### src/rtl/wbuf_pkg.sv
package wbuf_pkg;
  localparam int AW  = 32;
  localparam int DW  = 32;
  localparam int BEW = DW / 8;
  localparam int WORD_BYTES = DW / 8;

  typedef struct packed {
    logic [AW-1:0]  addr;
    logic [DW-1:0]  data;
    logic [BEW-1:0] be;
  } wentry_t;

  // Address of the word that directly follows a.
  function automatic logic [AW-1:0] next_word(input logic [AW-1:0] a);
    return a + AW'(WORD_BYTES);
  endfunction

  // True when nxt continues a run that ends at prev.
  function automatic logic joins(input logic [AW-1:0] prev, input logic [AW-1:0] nxt);
    return nxt == next_word(prev);
  endfunction
endpackage

### src/rtl/wbuf_store.sv
module wbuf_store
  import wbuf_pkg::*;
#(
  parameter int DEPTH = 8,
  localparam int PW = $clog2(DEPTH),
  localparam int CW = $clog2(DEPTH + 1)
) (
  input  logic          clk,
  input  logic          rst_n,
  input  logic          push,
  input  wentry_t       push_ent,
  input  logic          free,
  input  logic [CW-1:0] free_cnt,
  input  logic [PW-1:0] rd_off,
  output wentry_t       cur_ent,
  output wentry_t       nxt_ent,
  output logic [CW-1:0] count
);
  wentry_t       mem [DEPTH];
  logic [PW-1:0] head_q, tail_q;
  logic [CW-1:0] count_q;
  logic [PW-1:0] cur_idx, nxt_idx;

  assign cur_idx = head_q + rd_off;
  assign nxt_idx = cur_idx + PW'(1);
  assign cur_ent = mem[cur_idx];
  assign nxt_ent = mem[nxt_idx];
  assign count   = count_q;

  always_ff @(posedge clk) begin
    if (push) mem[tail_q] <= push_ent;
  end

  always_ff @(posedge clk or negedge rst_n) begin
    if (!rst_n) begin
      head_q  <= '0;
      tail_q  <= '0;
      count_q <= '0;
    end else begin
      if (push) tail_q <= tail_q + PW'(1);
      if (free) head_q <= head_q + PW'(free_cnt);
      count_q <= count_q + CW'(push) - (free ? free_cnt : CW'(0));
    end
  end


  no_overflow_chk: assert property (@(posedge clk) disable iff (!rst_n)
    (push && !free) |-> (count_q < CW'(DEPTH)));


  free_only_on_rsp_chk: assert property (@(posedge clk) disable iff (!rst_n)
    (count_q < $past(count_q)) |-> $past(free));
endmodule

### src/rtl/wbuf_issue.sv
module wbuf_issue
  import wbuf_pkg::*;
#(
  parameter int DEPTH = 8,
  localparam int PW = $clog2(DEPTH),
  localparam int CW = $clog2(DEPTH + 1)
) (
  input  logic          clk,
  input  logic          rst_n,
  input  logic [CW-1:0] count,
  input  logic          push,
  input  wentry_t       cur_ent,
  input  wentry_t       nxt_ent,
  input  logic          cmd_ready,
  input  logic          rsp_valid,
  input  logic          rsp_err,
  output logic [PW-1:0] rd_off,
  output logic          cmd_valid,
  output logic          cmd_eop,
  output logic          free,
  output logic [CW-1:0] free_cnt,
  output logic          err_pulse
);
  typedef enum logic [1:0] {ST_IDLE, ST_SEND, ST_WAIT} st_t;

  st_t           st_q;
  logic [PW-1:0] off_q;
  logic [CW-1:0] lim_q, blen_q;
  logic          err_q;
  logic          start, fire, beat_last, at_limit;

  assign start     = (st_q == ST_IDLE) && (count != '0) && !push;
  assign fire      = cmd_valid && cmd_ready;
  assign at_limit  = (CW'(off_q) + CW'(1)) == lim_q;
  assign beat_last = at_limit || !joins(cur_ent.addr, nxt_ent.addr);

  assign rd_off    = off_q;
  assign cmd_valid = (st_q == ST_SEND);
  assign cmd_eop   = cmd_valid && beat_last;
  assign free      = (st_q == ST_WAIT) && rsp_valid;
  assign free_cnt  = blen_q;
  assign err_pulse = err_q;

  always_ff @(posedge clk or negedge rst_n) begin
    if (!rst_n) begin
      st_q   <= ST_IDLE;
      off_q  <= '0;
      lim_q  <= '0;
      blen_q <= '0;
      err_q  <= 1'b0;
    end else begin
      err_q <= free && rsp_err;
      unique case (st_q)
        ST_IDLE: if (start) begin
          st_q  <= ST_SEND;
          off_q <= '0;
          lim_q <= count;
        end
        ST_SEND: if (fire) begin
          if (beat_last) begin
            st_q   <= ST_WAIT;
            blen_q <= CW'(off_q) + CW'(1);
          end else begin
            off_q <= off_q + PW'(1);
          end
        end
        ST_WAIT: if (rsp_valid) st_q <= ST_IDLE;
        default: st_q <= ST_IDLE;
      endcase
    end
  end


  cmd_stable_chk: assert property (@(posedge clk) disable iff (!rst_n)
    (cmd_valid && !cmd_ready) |=> (cmd_valid && $stable(cur_ent) && $stable(cmd_eop)));


  no_issue_in_wait_chk: assert property (@(posedge clk) disable iff (!rst_n)
    (fire && cmd_eop) |=> !cmd_valid);


  burst_bound_chk: assert property (@(posedge clk) disable iff (!rst_n)
    cmd_valid |-> ((CW'(off_q) < lim_q) && (lim_q <= count)));
endmodule

### src/rtl/wbuf_coalesce.sv
module wbuf_coalesce
  import wbuf_pkg::*;
#(
  parameter int DEPTH = 8
) (
  input  logic           clk,
  input  logic           rst_n,
  input  logic           wr_valid,
  input  logic [AW-1:0]  wr_addr,
  input  logic [DW-1:0]  wr_data,
  input  logic [BEW-1:0] wr_be,
  output logic           wr_full,
  output logic           buf_empty,
  output logic           cmd_valid,
  input  logic           cmd_ready,
  output logic [AW-1:0]  cmd_addr,
  output logic [DW-1:0]  cmd_data,
  output logic [BEW-1:0] cmd_be,
  output logic           cmd_eop,
  input  logic           rsp_valid,
  input  logic           rsp_err,
  output logic           wr_err
);
  localparam int PW = $clog2(DEPTH);
  localparam int CW = $clog2(DEPTH + 1);

  logic          push, free;
  logic [CW-1:0] free_cnt, count;
  logic [PW-1:0] rd_off;
  wentry_t       push_ent, cur_ent, nxt_ent;

  assign wr_full   = (count == CW'(DEPTH));
  assign buf_empty = (count == '0);
  assign push      = wr_valid && !wr_full;
  assign push_ent  = '{addr: wr_addr, data: wr_data, be: wr_be};
  assign cmd_addr  = cur_ent.addr;
  assign cmd_data  = cur_ent.data;
  assign cmd_be    = cur_ent.be;

  wbuf_store #(.DEPTH(DEPTH)) u_store (
    .clk(clk), .rst_n(rst_n), .push(push), .push_ent(push_ent),
    .free(free), .free_cnt(free_cnt), .rd_off(rd_off),
    .cur_ent(cur_ent), .nxt_ent(nxt_ent), .count(count)
  );

  wbuf_issue #(.DEPTH(DEPTH)) u_issue (
    .clk(clk), .rst_n(rst_n), .count(count), .push(push),
    .cur_ent(cur_ent), .nxt_ent(nxt_ent), .cmd_ready(cmd_ready),
    .rsp_valid(rsp_valid), .rsp_err(rsp_err), .rd_off(rd_off),
    .cmd_valid(cmd_valid), .cmd_eop(cmd_eop), .free(free),
    .free_cnt(free_cnt), .err_pulse(wr_err)
  );


  err_single_chk: assert property (@(posedge clk) disable iff (!rst_n)
    wr_err |=> !wr_err);
endmodule

### config.mk
export PLATFORM = sky130hd
export DESIGN_NAME = wbuf_coalesce
export DESIGN_NICKNAME = d
export VERILOG_FILES = /design/src/rtl/wbuf_pkg.sv /design/src/rtl/wbuf_store.sv /design/src/rtl/wbuf_issue.sv /design/src/rtl/wbuf_coalesce.sv
export SDC_FILE = /design/constraint.sdc
export NUM_CORES = 1
export LEC_CHECK = 0
export BUFFER_PORTS_ARGS = -buffer_cell sky130_fd_sc_hd__buf_4
export CAP_MARGIN = 25
export CORE_MARGIN = 3
export CORE_UTILIZATION = 34
export DETAILED_ROUTE_END_ITERATION = 16
export SYNTH_ARGS = -nofsm -noshare
export SYNTH_HDL_FRONTEND = slang
export SYNTH_SLANG_ARGS = --single-unit
### constraint.sdc
create_clock -name clk -period 24 [get_ports clk]
set_input_delay 6 -clock clk [delete_from_list [all_inputs] [get_ports clk]]
set_output_delay 6 -clock clk [all_outputs]
set_load 0.01 [all_outputs]
Word-level counts from Yosys, hierarchy flattened
Memories as Yosys holds them, arrays and structs flattened.
Cells that the tools add are included.
{"block": "classes", "eq_ne": 10, "mux": 12, "reduce_logical": 19, "n_addsub": 9}
{"operator": "$add 32x3->32 const B", "count": 1}
{"operator": "$eq 32x32->1", "count": 1}
{"operator": "$add 3x1->3 const B", "count": 3}
{"operator": "$mux 3", "count": 3}
{"operator": "$mux 2", "count": 4}
{"operator": "$ne 2x2->1 const B", "count": 4}
{"operator": "$reduce_and 4->1", "count": 2}
{"operator": "$logic_and 1x1->1", "count": 7}
{"operator": "$add 3x3->3", "count": 2}
{"operator": "$pmux 2 s3", "count": 1}
{"operator": "$pmux 3 s2", "count": 1}
{"operator": "$add 3x1->4 const B", "count": 1}
{"operator": "$add 4x1->4", "count": 1}
{"operator": "$eq 4x4->1", "count": 1}
{"operator": "$eq 4x4->1 const B", "count": 1}
{"operator": "$logic_not 4->1", "count": 1}
{"operator": "$mux 4", "count": 1}
{"operator": "$reduce_bool 4->1", "count": 1}
{"operator": "$sub 4x4->4", "count": 1}
{"operator": "$logic_not 1->1", "count": 3}
{"operator": "$reduce_and 3->1", "count": 1}
{"operator": "$eq 2x1->1 const B", "count": 1}
{"operator": "$eq 2x2->1 const B", "count": 1}
{"operator": "$logic_not 2->1", "count": 1}
{"operator": "other kinds (5)", "count": 6}
{"block": "word_totals", "ff_bits": 24, "output_inout_bits": 73, "word_cells": 59, "ramBits": 544, "memories": 1, "inputBits": 74}
{"name": "u_store.mem", "depth": 8, "width": 68, "rd": 2, "rd_ports_with_merged_regs": 0, "wr": 1, "line": "wbuf_store.sv:19", "source": "wentry_t mem [DEPTH];"}

Depth between registers and ports, before layout
Gate-level depths: netlist (run 1).
An unclocked memory read counts as a cell.
{"block": "depth", "word_depth": 9, "depth_mapped": 25, "mapped_depth_nobuf": 17}

Modules after synthesis
A second synthesis (run 1) with hierarchy kept.
{"block": "hier_totals", "hier_cells": 1336, "area_unflattened_um2": 27009.7}
{"module": "wbuf_store", "cells_per_inst": 1095, "area_each_um2": 25059.0, "seq_area_each_um2": 16585.9, "instances": 1}
{"module": "wbuf_issue", "cells_per_inst": 237, "area_each_um2": 1920.6, "seq_area_each_um2": 350.3, "instances": 1}
{"module": "wbuf_coalesce", "cells_per_inst": 4, "area_each_um2": 30.0, "seq_area_each_um2": 0.0, "instances": 1}

Worst setup path before layout (run 1)
No wires, ideal clock.
{"block": "synth_path", "kind": "input to register", "startpoint": "input wr_valid", "endpoint": "memory u_store.mem[4][0] (netlist name), enable pin", "slack_ns": 10.147, "setup_ns": 0.686, "required_ns": 23.314, "t_arrival_ns": 13.167, "cell_stages": 2, "path_buffers": 0, "path_cell_list": "nand2_1 > nor4b_1"}
{"block": "synth_via", "elab_chain_len": 3}
{"element": "start: declaration", "line": "wbuf_coalesce.sv:8", "source": "input logic wr_valid,"}
{"element": "$logic_and 1x1->1", "line": "wbuf_coalesce.sv:34", "source": "assign push = wr_valid && !wr_full;"}
{"element": "$mux 1", "line": "wbuf_store.sv:31", "source": "if (push) mem[tail_q] <= push_ent;"}
{"element": "$mux 1 (implied by the code)", "line": "wbuf_store.sv:31"}
{"element": "end: declaration", "line": "wbuf_store.sv:19"}
No other way between the ends.

Final worst setup path (run 1)
{"block": "layout_path", "startpoint": "register u_issue.off_q[0] (netlist: u_issue.rd_off[0])", "endpoint": "output cmd_eop"}
{"block": "layout_via", "elab_chain_len": 7, "word_cells_on_any_way": 10, "cone_classes": "add/sub: 4; eq/ne: 2; reduce/logical: 3; memory: 1"}
{"element": "start: declaration", "line": "wbuf_issue.sv:27", "source": "logic [PW-1:0] off_q;"}
{"element": "start signal: assignment", "line": "wbuf_issue.sv:64", "source": "off_q <= off_q + PW'(1);"}
{"element": "$add 3x3->3", "line": "wbuf_store.sv:24", "source": "assign cur_idx = head_q + rd_off;"}
{"element": "$mem_v2 8x68 / $add 3x1->3 (equally long branches)"}
{"element": "$add 32x3->32 / $mem_v2 8x68 (equally long branches)"}
{"element": "$eq 32x32->1", "line": "wbuf_pkg.sv:20", "source": "return nxt == next_word(prev);"}
{"element": "$logic_not 1->1", "line": "wbuf_issue.sv:35", "source": "assign beat_last = at_limit || !joins(cur_ent.addr, nxt_ent.addr);"}
{"element": "$logic_or 1x1->1 *", "line": "wbuf_issue.sv:35"}
{"element": "$logic_and 1x1->1 *", "line": "wbuf_issue.sv:39", "source": "assign cmd_eop = cmd_valid && beat_last;"}
{"element": "end: declaration", "line": "wbuf_coalesce.sv:19", "source": "output logic cmd_eop,"}
Mark *: on every way between the ends. The rest lies on a longest branch, timed or not.

==> impl_metrics.env, run 1 <==
export IMPL_status="finished clean"
export IMPL_pin_count=147
export IMPL_io_buffers=146
export IMPL_drive_gt1_frac=0.308
export IMPL_post_drt_via_cell_ratio=5.40
export IMPL_cts_tree="built"
export IMPL_clock_fmax_mhz=75.6
export IMPL_synth_fp_nets=1530
export IMPL_area_growth_pct=16.6
export IMPL_grt_max_degree=60
export IMPL_postCtsHoldBufs=0
export IMPL_clk_insertion_delay_late_ps=650
export IMPL_initial_core_util=0.346
export IMPL_rsz0062_at_grt="no"
export IMPL_slew_viol_final=0
export IMPL_avgSynthCellArea_sq_um=18.0
export IMPL_grt_pass1_wl_um=97300
export IMPL_yosysSeqAreaShare=0.652
export IMPL_antenna_found_initial=10
export IMPL_r2r_setup_slack_ps=16930
export IMPL_die_w_um=282
export IMPL_place_congestion=0.894
export IMPL_synth_most_common_cell="edfxtp_1"
export IMPL_period_share=0.551
export IMPL_synth_flop_cell="edfxtp_1"
export IMPL_fin_nets=1694
export IMPL_crit_required_ps=18000
export IMPL_wl_per_cell_um=24.7
export IMPL_endpoint_kind="output port"
export IMPL_skew_ps=52.5
export IMPL_worst_pin_slew_ps=994
export IMPL_drcViolationCount=0
export IMPL_drt_pre_antenna_iters=6
export IMPL_hold_viol_final=0
export IMPL_dp_slack_ps=10920
export IMPL_htree_levels=2
export IMPL_synth_top_area_frac=0.629
export IMPL_setup_viol=0
export IMPL_via_count=14200
export IMPL_core_region_area_sq_um=75100
export IMPL_synthTopCellsByCount="edfxtp_1, mux4_2, nand2_1, mux2i_1, xnor2_1"
export IMPL_worstPathArrival_ps=7230
export IMPL_fp_dieArea_sq_um=79700
export IMPL_syn_inst=1441
export IMPL_ant_nets=0
export IMPL_cts_sinks=568
export IMPL_hold_path_class="reg -> reg"
export IMPL_gr_total_overflow=0
export IMPL_drt_iter0_drc=1012
export IMPL_crit_type="reg -> out"
export IMPL_fin_crit_ps=13230
export IMPL_synth_top_cells_by_area="edfxtp_1, mux4_2, mux2i_1"
export IMPL_post_cts_resized=0
export IMPL_numCtsBuffers=61
export IMPL_synth_edf_count=544
export IMPL_maxCapViolCount=0
export IMPL_synth_cell_types=77
export IMPL_grt_use_total=0.163
export IMPL_setup_tns_ps=0
export IMPL_startpoint_type="flip-flop"
export IMPL_relSlewSlack=0.337
export IMPL_cts_setup_buffers=0
export IMPL_dp_hpwl_um=39700
export IMPL_ctsRootBufferMaster="clkbuf_16"
export IMPL_clkTransAtPathRegs_ps=60
export IMPL_synth_area_leader_cell="edfxtp_1"
export IMPL_layout_setup_ws_ps=10770
export IMPL_worstPathMaxFanout=53
export IMPL_synth_area_sq_um=26000
export IMPL_yosys_warnings=0
export IMPL_floorplan_die_height_um=282
export IMPL_synth_async_reset_ratio=0.0423
export IMPL_clockBufferDepth=3
export IMPL_fp_row_count=100
export IMPL_synth_seq_cells=568
export IMPL_routed_wl_um=65000
export IMPL_grt_pass1_vias=14900
placed cells by master (no fill, tap or decap), drive strengths merged, types with 17 or more instances in the layout:
master | synthesis | layout
mux4 | 185 | 185
a21oi | 17 | 17
buf | 58 | 176
dfrtp | 24 | 24
xor2 | 27 | 27
clkinv | 0 | 30
mux2i | 85 | 85
nand3 | 36 | 36
nor2 | 26 | 26
edfxtp | 544 | 544
xnor2 | 48 | 48
nand2 | 131 | 131
inv | 32 | 33
clkbuf | 17 | 74
mux2 | 43 | 43
sequential cells by signal, indices dropped and copies added, names as in the netlist:
signal,count
u_issue.err_pulse,1
u_store.mem,544
u_issue.rd_off,3
u_issue.free_cnt,4
u_issue.st_q,2
u_store.tail_q,3
u_store.count,4
u_store.head_q,3
u_issue.lim_q,4
per-stage QoR:
stage / std cells / area (sq um) / util / hold WS [ps]
floorplan: 1441 / 26000 / - / 469
global placement: 2508 / 28100 / 0.374 / 487
detailed placement: 2509 / 28100 / 0.375 / 499
CTS: 2624 / 30200 / 0.402 / 512
global route: 2626 / 30300 / 0.403 / 542
finish: 2631 / 30300 / 0.403 / 508
cells by family (layout without fill, tap and decap cells):
logic type / after synthesis / after routing / share of synthesized area
AO/OA/AOI/OAI: 92 / 92 / 0.0261
AND/OR/NAND/NOR: 267 / 267 / 0.0480
buffers and inverters: 107 / 323 / 0.0222
flip-flops: 568 / 568 / 0.652
multiplexers: 313 / 313 / 0.213
other: 0 / 5 / 0
adder cells (fa/ha/maj): 15 / 15 / 0.00810
XOR/XNOR: 79 / 79 / 0.0300
layout make-up:
| type | count | area, sq um |
|---|---|---|
| diodes | 5 | 12.5 |
| fillers | 6767 | 44800 |
| clock buffers | 74 | 1580 |
| multi-input cells | 766 | 8530 |
| flip-flops and latches | 568 | 16900 |
| well taps | 969 | 1210 |
| inverters | 32 | 120 |
| repair buffers | 176 | 1380 |
| clock inverters | 41 | 515 |
critical path: stages (launching register included):
cell and delay [ps]:
dfrtp_1 490, ha_4 870, buf_4 840, buf_4 440, buf_16 310, mux4_1 430, nand3_1 180, a222oi_1 850
nand4_1 350, xnor2_1 250, a2111oi_0 490, nand4_1 170, a2111o_1 480, and2_1 230, buf_4 140
per-layer routing:
| layer | up-vias | track usage | wire [um] |
|---|---|---|---|
| met4 | 12 | 0.0370 | 1190 |
| met5 | - | 0 | 86 |
| met2 | 460 | 0.278 | 32400 |
| li1 | 6201 | - | - |
| met1 | 7437 | 0.209 | 26500 |
| met3 | 95 | 0.0434 | 4840 |
final timing paths:
| kind | cells past startpoint | start | endpoint |
|---|---|---|---|
| setup / recovery | 14 | u_issue.rd_off[0] | cmd_eop |
| hold / removal | 2 | u_issue.lim_q[0] | u_issue.lim_q[0] |
| setup reg to reg | 14 | u_issue.rd_off[0] | u_issue.free_cnt[1] |
| hold reg to reg | 2 | u_issue.lim_q[0] | u_issue.lim_q[0] |
| max in group asynchronous | 1 | rst_n | u_store.head_q[0] |
| min in group asynchronous | 1 | rst_n | u_store.tail_q[0] |
Power of run 1 is not shown: default switching activity piles up to over one toggle a cycle in this logic, so the estimate is an artifact.
==> inputs of run 2 (changes only) <==
--- a/config.mk
+++ b/config.mk
@@ -5,6 +5,7 @@
 export SDC_FILE = /design/constraint.sdc
 export NUM_CORES = 1
 export LEC_CHECK = 0
+export ABC_AREA = 1
 export BUFFER_PORTS_ARGS = -buffer_cell sky130_fd_sc_hd__buf_4
 export CAP_MARGIN = 25
 export CORE_MARGIN = 3
==> constraint.sdc (replaced) <==
create_clock -name clk -period 12.9 [get_ports clk]
set_input_delay 3.225 -clock clk [delete_from_list [all_inputs] [get_ports clk]]
set_output_delay 3.225 -clock clk [all_outputs]
set_load 0.01 [all_outputs]
==> run 2 against run 1 <==
  * Critical path depth up 11
  * Via count is 50% higher
  * Design area rose by 5.4%
  * Register-to-register slack got worse by 9800 ps
  * Critical path type unchanged
  * Critical endpoint unchanged
  * Highest routed layer is now met4
==> impl_metrics.env, run 2 <==
export IMPL_cts_tree="built"
export IMPL_setup_viol=0
export IMPL_fp_dieArea_sq_um=85900
export IMPL_synth_area_leader_cell="edfxtp_1"
export IMPL_wl_per_cell_um=18.4
export IMPL_synth_most_common_cell="nand2_1"
export IMPL_clkTransAtPathRegs_ps=60
export IMPL_postCtsHoldBufs=0
export IMPL_cp_slowest_cell="fa_4"
export IMPL_numCtsBuffers=61
export IMPL_clock_fmax_mhz=106
export IMPL_nFillCells=7937
export IMPL_ctsRootBufferMaster="clkbuf_16"
export IMPL_synth_seq_cells=568
export IMPL_die_w_um=293
export IMPL_antenna_found_initial=2
export IMPL_crit_family="simple AND/OR/NAND/NOR gates"
export IMPL_hold_path_class="reg -> reg"
export IMPL_syn_inst=3082
export IMPL_synth_top_area_frac=0.583
export IMPL_avgSynthCellArea_sq_um=9.09
export IMPL_worst_pin_slew_ps=1090
export IMPL_grt_pass1_wl_um=119000
export IMPL_synth_edf_count=544
export IMPL_synth_flop_cell="edfxtp_1"
export IMPL_crit_required_ps=9680
export IMPL_synth_fp_nets=3171
export IMPL_cpMostUsedCell="nand2_1"
export IMPL_post_cts_resized=0
export IMPL_cts_setup_buffers=0
export IMPL_drt_pre_antenna_iters=6
export IMPL_largest_reg_flops=544
export IMPL_via_count=21300
export IMPL_core_region_area_sq_um=81100
export IMPL_fin_crit_ps=9460
export IMPL_routed_wl_um=78400
export IMPL_final_common_cell="nand2_1"
export IMPL_initial_core_util=0.346
export IMPL_synth_async_reset_ratio=0.0423
export IMPL_post_drt_via_cell_ratio=4.99
export IMPL_synth_area_sq_um=28000
export IMPL_min_delay_start="u_issue.free_cnt[3]"
export IMPL_drt_iter0_drc=1438
export IMPL_worstPathArrival_ps=6240
export IMPL_hold_viol_final=0
export IMPL_worst_path_buf_inv=5
export IMPL_setup_tns_ps=0
export IMPL_ant_nets=0
export IMPL_critPathMaxStageDelay_ps=1070
export IMPL_yosys_warnings=0
export IMPL_gr_total_overflow=0
export IMPL_crit_type="reg -> out"
export IMPL_fin_nets=3241
export IMPL_crit_cells=25
export IMPL_status="finished clean"
export IMPL_grt_use_total=0.178
export IMPL_io_buffers=146
export IMPL_drive_gt1_frac=0.0988
export IMPL_grt_pass1_vias=19900
export IMPL_cts_sinks=568
export IMPL_top_register="u_store.mem"
export IMPL_skew_ps=55.0
export IMPL_worstSetupStartpoint="u_issue.rd_off[0]"
export IMPL_rsz0062_at_grt="no"
export IMPL_fp_row_count=104
export IMPL_yosysSeqAreaShare=0.604
export IMPL_htree_levels=2
export IMPL_drcViolationCount=0
export IMPL_rr_worst_depth=26
export IMPL_synth_top_cells_by_area="edfxtp_1, nand2_1, nor2_1"
export IMPL_clk_insertion_delay_late_ps=660
export IMPL_relSlewSlack=0.272
export IMPL_whs_path_depth=2
export IMPL_pin_count=147
export IMPL_floorplan_die_height_um=293
export IMPL_period_share=0.733
export IMPL_slew_viol_final=0
export IMPL_grt_max_degree=229
export IMPL_endpoint_kind="output port"
export IMPL_synthTopCellsByCount="nand2_1, edfxtp_1, nor2_1, o21ai_0, inv_1"
export IMPL_place_congestion=0.857
export IMPL_maxCapViolCount=0
export IMPL_synth_cell_types=43
export IMPL_area_growth_pct=13.9
export IMPL_clockBufferDepth=3
export IMPL_worstPathMaxFanout=69
export IMPL_dp_hpwl_um=44600
export IMPL_layout_common_cells="nand2_1, edfxtp_1, nor2_1"
export IMPL_startpoint_type="flip-flop"
export IMPL_r2r_start="u_issue.rd_off[0]"
==> run 2: worst paths after layout <==
kind / slack [ps] / end
hold reg to reg: 480 / u_issue.free_cnt[3]
max in group asynchronous: 10140 / u_store.head_q[1]
hold / removal: 480 / u_issue.free_cnt[3]
setup / recovery: 3440 / cmd_eop
setup reg to reg: 7130 / u_issue.rd_off[0]
min in group asynchronous: 2470 / u_store.head_q[2]
==> run 2: layout make-up <==
class                      count  area [sq um]  area share
clock buffer                  79          1640      0.0513
tap                         1060          1330      0.0416
timing repair buffer         171          1330      0.0418
antenna                        2          5.00    0.000157
clock inverter                31           314     0.00984
sequential                   568         16900       0.531
multi-input combinational   2110          9450       0.296
inverter                     240           913      0.0286
==> run 2: stage by stage <==
stage / worst slack, ps / cells / hold slack (ps) / cell area, sq um / util
2_1_floorplan: 5250 / 3082 / 442 / 28000 / -
3_3_place_gp: 4130 / 4147 / 458 / 29900 / 0.369
3_5_place_dp: 4070 / 4148 / 463 / 29900 / 0.369
4_1_cts: 3410 / 4258 / 478 / 31900 / 0.393
5_1_grt: 2980 / 4259 / 514 / 31900 / 0.394
6_report: 3440 / 4261 / 476 / 31900 / 0.394
==> run 2: kinds of logic (layout without fill, tap and decap cells) <==
kind of cell | Yosys count | count (layout) | share of synthesized area
fa+ha+maj | 15 | 15 | 0.00750
buf+inv | 404 | 521 | 0.0617
flops | 568 | 568 | 0.604
xor+xnor | 14 | 14 | 0.00438
other cells | 0 | 2 | 0
compound gates | 476 | 476 | 0.0912
mux | 2 | 2 | 0.000804
simple gates | 1603 | 1603 | 0.230
==> run 2: metal layers <==
metal / vias to the layer above / GRT usage / part of all wire / wire (um)
met5: - / 0 / 0 / 0
met4: 0 / 0.0495 / 0.026 / 2040
li1: 10500 / - / - / -
met3: 128 / 0.0289 / 0.067 / 5250
met2: 643 / 0.297 / 0.46 / 36500
met1: 10000 / 0.242 / 0.44 / 34700
==> run 2: worst min-delay path, cell delays in order (launching register included) <==
cell	delay [ps]
dfrtp_1	350
nand2_1	50
nand2_1	50
Power of run 2 is left out for the same reason.
==> inputs of run 3 (changes only) <==
--- a/config.mk
+++ b/config.mk
@@ -5,7 +5,7 @@
 export SDC_FILE = /design/constraint.sdc
 export NUM_CORES = 1
 export LEC_CHECK = 0
-export ABC_AREA = 1
+export ABC_AREA = 0
 export BUFFER_PORTS_ARGS = -buffer_cell sky130_fd_sc_hd__buf_4
 export CAP_MARGIN = 25
 export CORE_MARGIN = 3
==> constraint.sdc (replaced) <==
create_clock -name clk -period 8.5 [get_ports clk]
set_input_delay 2.125 -clock clk [delete_from_list [all_inputs] [get_ports clk]]
set_output_delay 2.125 -clock clk [all_outputs]
set_load 0.01 [all_outputs]
==> run 3 against run 2 <==
  * Setup slack worse by 3000 ps
  * Critical path depth decreased by 8
  * Design area shrank 4.9%
  * Worst hold slack better by 25 ps
  * Flip-flop and latch count stayed put
  * Global-route usage down 1.7 points
  * Wire length shrank 18%
  * First-iteration DRC count decreased by 29%
  * Utilization up 1.1 points
  * Count of clock-buffer cells in the layout unchanged
  * Sequential share of layout area up 2.7 points
  * Die area decreased by 7.2%
==> impl_metrics.env, run 3 (synthesis gave the netlist of run 1 again) <==
export IMPL_crit_end="cmd_eop"
export IMPL_rr_worst_depth=17
export IMPL_worst_path_buf_inv=4
export IMPL_drt_iter0_drc=1026
export IMPL_layout_setup_ws_ps=408
export IMPL_initial_core_util=0.346
export IMPL_top_register="u_store.mem"
export IMPL_clk_insertion_delay_late_ps=590
export IMPL_setup_tns_ps=0
export IMPL_r2r_start="u_issue.rd_off[0]"
export IMPL_grt_util_met2=0.265
export IMPL_pin_count=147
export IMPL_grt_busiest_layer="met2"
export IMPL_post_drt_via_cell_ratio=5.41
export IMPL_numCtsBuffers=66
export IMPL_worstPathArrival_ps=5970
export IMPL_worstReg2RegEnd="u_issue.free_cnt[1]"
export IMPL_period_share=0.952
export IMPL_hold_viol_final=0
export IMPL_clock_fmax_mhz=124
export IMPL_grtUsageMet1=0.212
export IMPL_nFillCells=6701
export IMPL_routed_wl_um=64500
export IMPL_largest_reg_flops=544
export IMPL_grt_pass1_wl_um=96000
export IMPL_drcViolationCount=0
export IMPL_final_common_cell="edfxtp_1"
export IMPL_clockBufferDepth=3
export IMPL_crit_chain="ha_4 > inv_1 > fa_4 > inv_2 > ha_4 > buf_4 > mux4_2 > xor2_1 > o22ai_1 > a221o_1 > xnor2_1 > o31a_1 > a2111oi_0 > nand4_1 > a2111o_1 > and2_1 > buf_4"
export IMPL_final_cell_area_sq_um=30400
export IMPL_layout_common_cells="edfxtp_1, buf_4, mux4_2"
export IMPL_maxCapViolCount=0
export IMPL_grt_use_total=0.162
export IMPL_cp_slowest_cell="fa_4"
export IMPL_slew_viol_final=0
export IMPL_drive_gt1_frac=0.312
export IMPL_area_growth_pct=16.9
export IMPL_r2r_setup_slack_ps=2680
export IMPL_use_met3=0.0465
export IMPL_dp_hpwl_um=39000
export IMPL_via_count=14200
export IMPL_seq_area_sq_um=16900
export IMPL_grt_max_degree=74
export IMPL_worstSetupStartpoint="u_issue.rd_off[0]"
export IMPL_wl_per_cell_um=24.5
export IMPL_dp_slack_ps=707
export IMPL_core_region_area_sq_um=75100
export IMPL_drt_pre_antenna_iters=5
export IMPL_io_buffers=146
export IMPL_critPathMaxStageDelay_ps=940
export IMPL_relSlewSlack=0.327
export IMPL_place_congestion=0.880
export IMPL_fin_crit_ps=8090
export IMPL_whs_path_depth=1
export IMPL_worst_hold_slack_ps=502
export IMPL_cts_sinks=568
export IMPL_cts_tree="built"
export IMPL_grt_pass1_vias=14900
export IMPL_htree_levels=3
export IMPL_antenna_found_initial=7
export IMPL_startpoint_type="flip-flop"
export IMPL_status="finished clean"
export IMPL_rsz0062_at_grt="no"
export IMPL_multi_input_area_sq_um=8550
export IMPL_skew_ps=16.2
export IMPL_fp_dieArea_sq_um=79700
export IMPL_worst_pin_slew_ps=1010
export IMPL_crit_family="compound AO/OA/AOI/OAI gates"
export IMPL_endpoint_kind="output port"
export IMPL_clkTransAtPathRegs_ps=50
export IMPL_crit_cells=17
export IMPL_floorplan_die_height_um=282
export IMPL_placed_cell_area_sq_um=28200
export IMPL_worstPathMaxFanout=16
export IMPL_die_w_um=282
export IMPL_gr_total_overflow=0
export IMPL_setup_viol=0
export IMPL_crit_required_ps=6380
export IMPL_ctsRootBufferMaster="clkbuf_16"
export IMPL_ant_nets=0
export IMPL_hold_path_class="reg -> reg"
export IMPL_fp_row_count=100
export IMPL_crit_type="reg -> out"
export IMPL_fin_nets=1709
## run 3: how the worst min path moves through the flow
| stage | start | endpoint | slack [ps] |
|---|---|---|---|
| final | u_store.head_q[2] | u_store.head_q[2] | 500 |
| after CTS | u_store.head_q[2] | u_store.head_q[2] | 510 |
| after global routing | u_store.head_q[2] | u_store.head_q[2] | 530 |
| after global placement | u_store.head_q[2] | u_store.head_q[2] | 500 |
| after detailed placement | u_store.head_q[2] | u_store.head_q[2] | 500 |
| after floorplan | u_issue.lim_q[0] | u_issue.lim_q[0] | 470 |
## run 3: area by class of cell
type | instances | share of cell area
diodes | 4 | 0.000330
clock buffers | 79 | 0.0567
clock inverters | 31 | 0.0113
inverters | 32 | 0.00396
multi-input cells | 766 | 0.282
flip-flops and latches | 568 | 0.558
well taps | 969 | 0.0399
repair buffers | 186 | 0.0483
## run 3: timing repair
item	4_1_cts	5_1_grt
setup endpoints to repair	0	1
hold buffers	0	0
resized for setup	0	4
setup buffers	0	7
## run 3: routing by layer
| metal | part of all wire | up-vias |
|---|---|---|
| met5 | 0.00064 | - |
| li1 | - | 6222 |
| met3 | 0.077 | 105 |
| met4 | 0.024 | 6 |
| met2 | 0.49 | 465 |
| met1 | 0.41 | 7445 |
## run 3: worst register-to-register path: stages (launching register included)
cell       delay (ps)
dfrtp_1           520
ha_4              180
inv_1              40
fa_4              940
inv_2             100
ha_4              380
buf_4             260
mux4_2            580
xor2_1            160
o22ai_1            90
a221o_1           310
xnor2_1           140
o31a_1            290
a2111oi_0         330
nand4_1           180
a2111o_1          500
nand3_1           330
mux2_2            380
## run 3: stage by stage
stage | utilization | instances
floorplan | - | 1441
global placement | 0.375 | 2513
detailed placement | 0.375 | 2513
CTS | 0.403 | 2623
global route | 0.404 | 2631
finish | 0.404 | 2635
Power of run 3 is left out for the same reason.
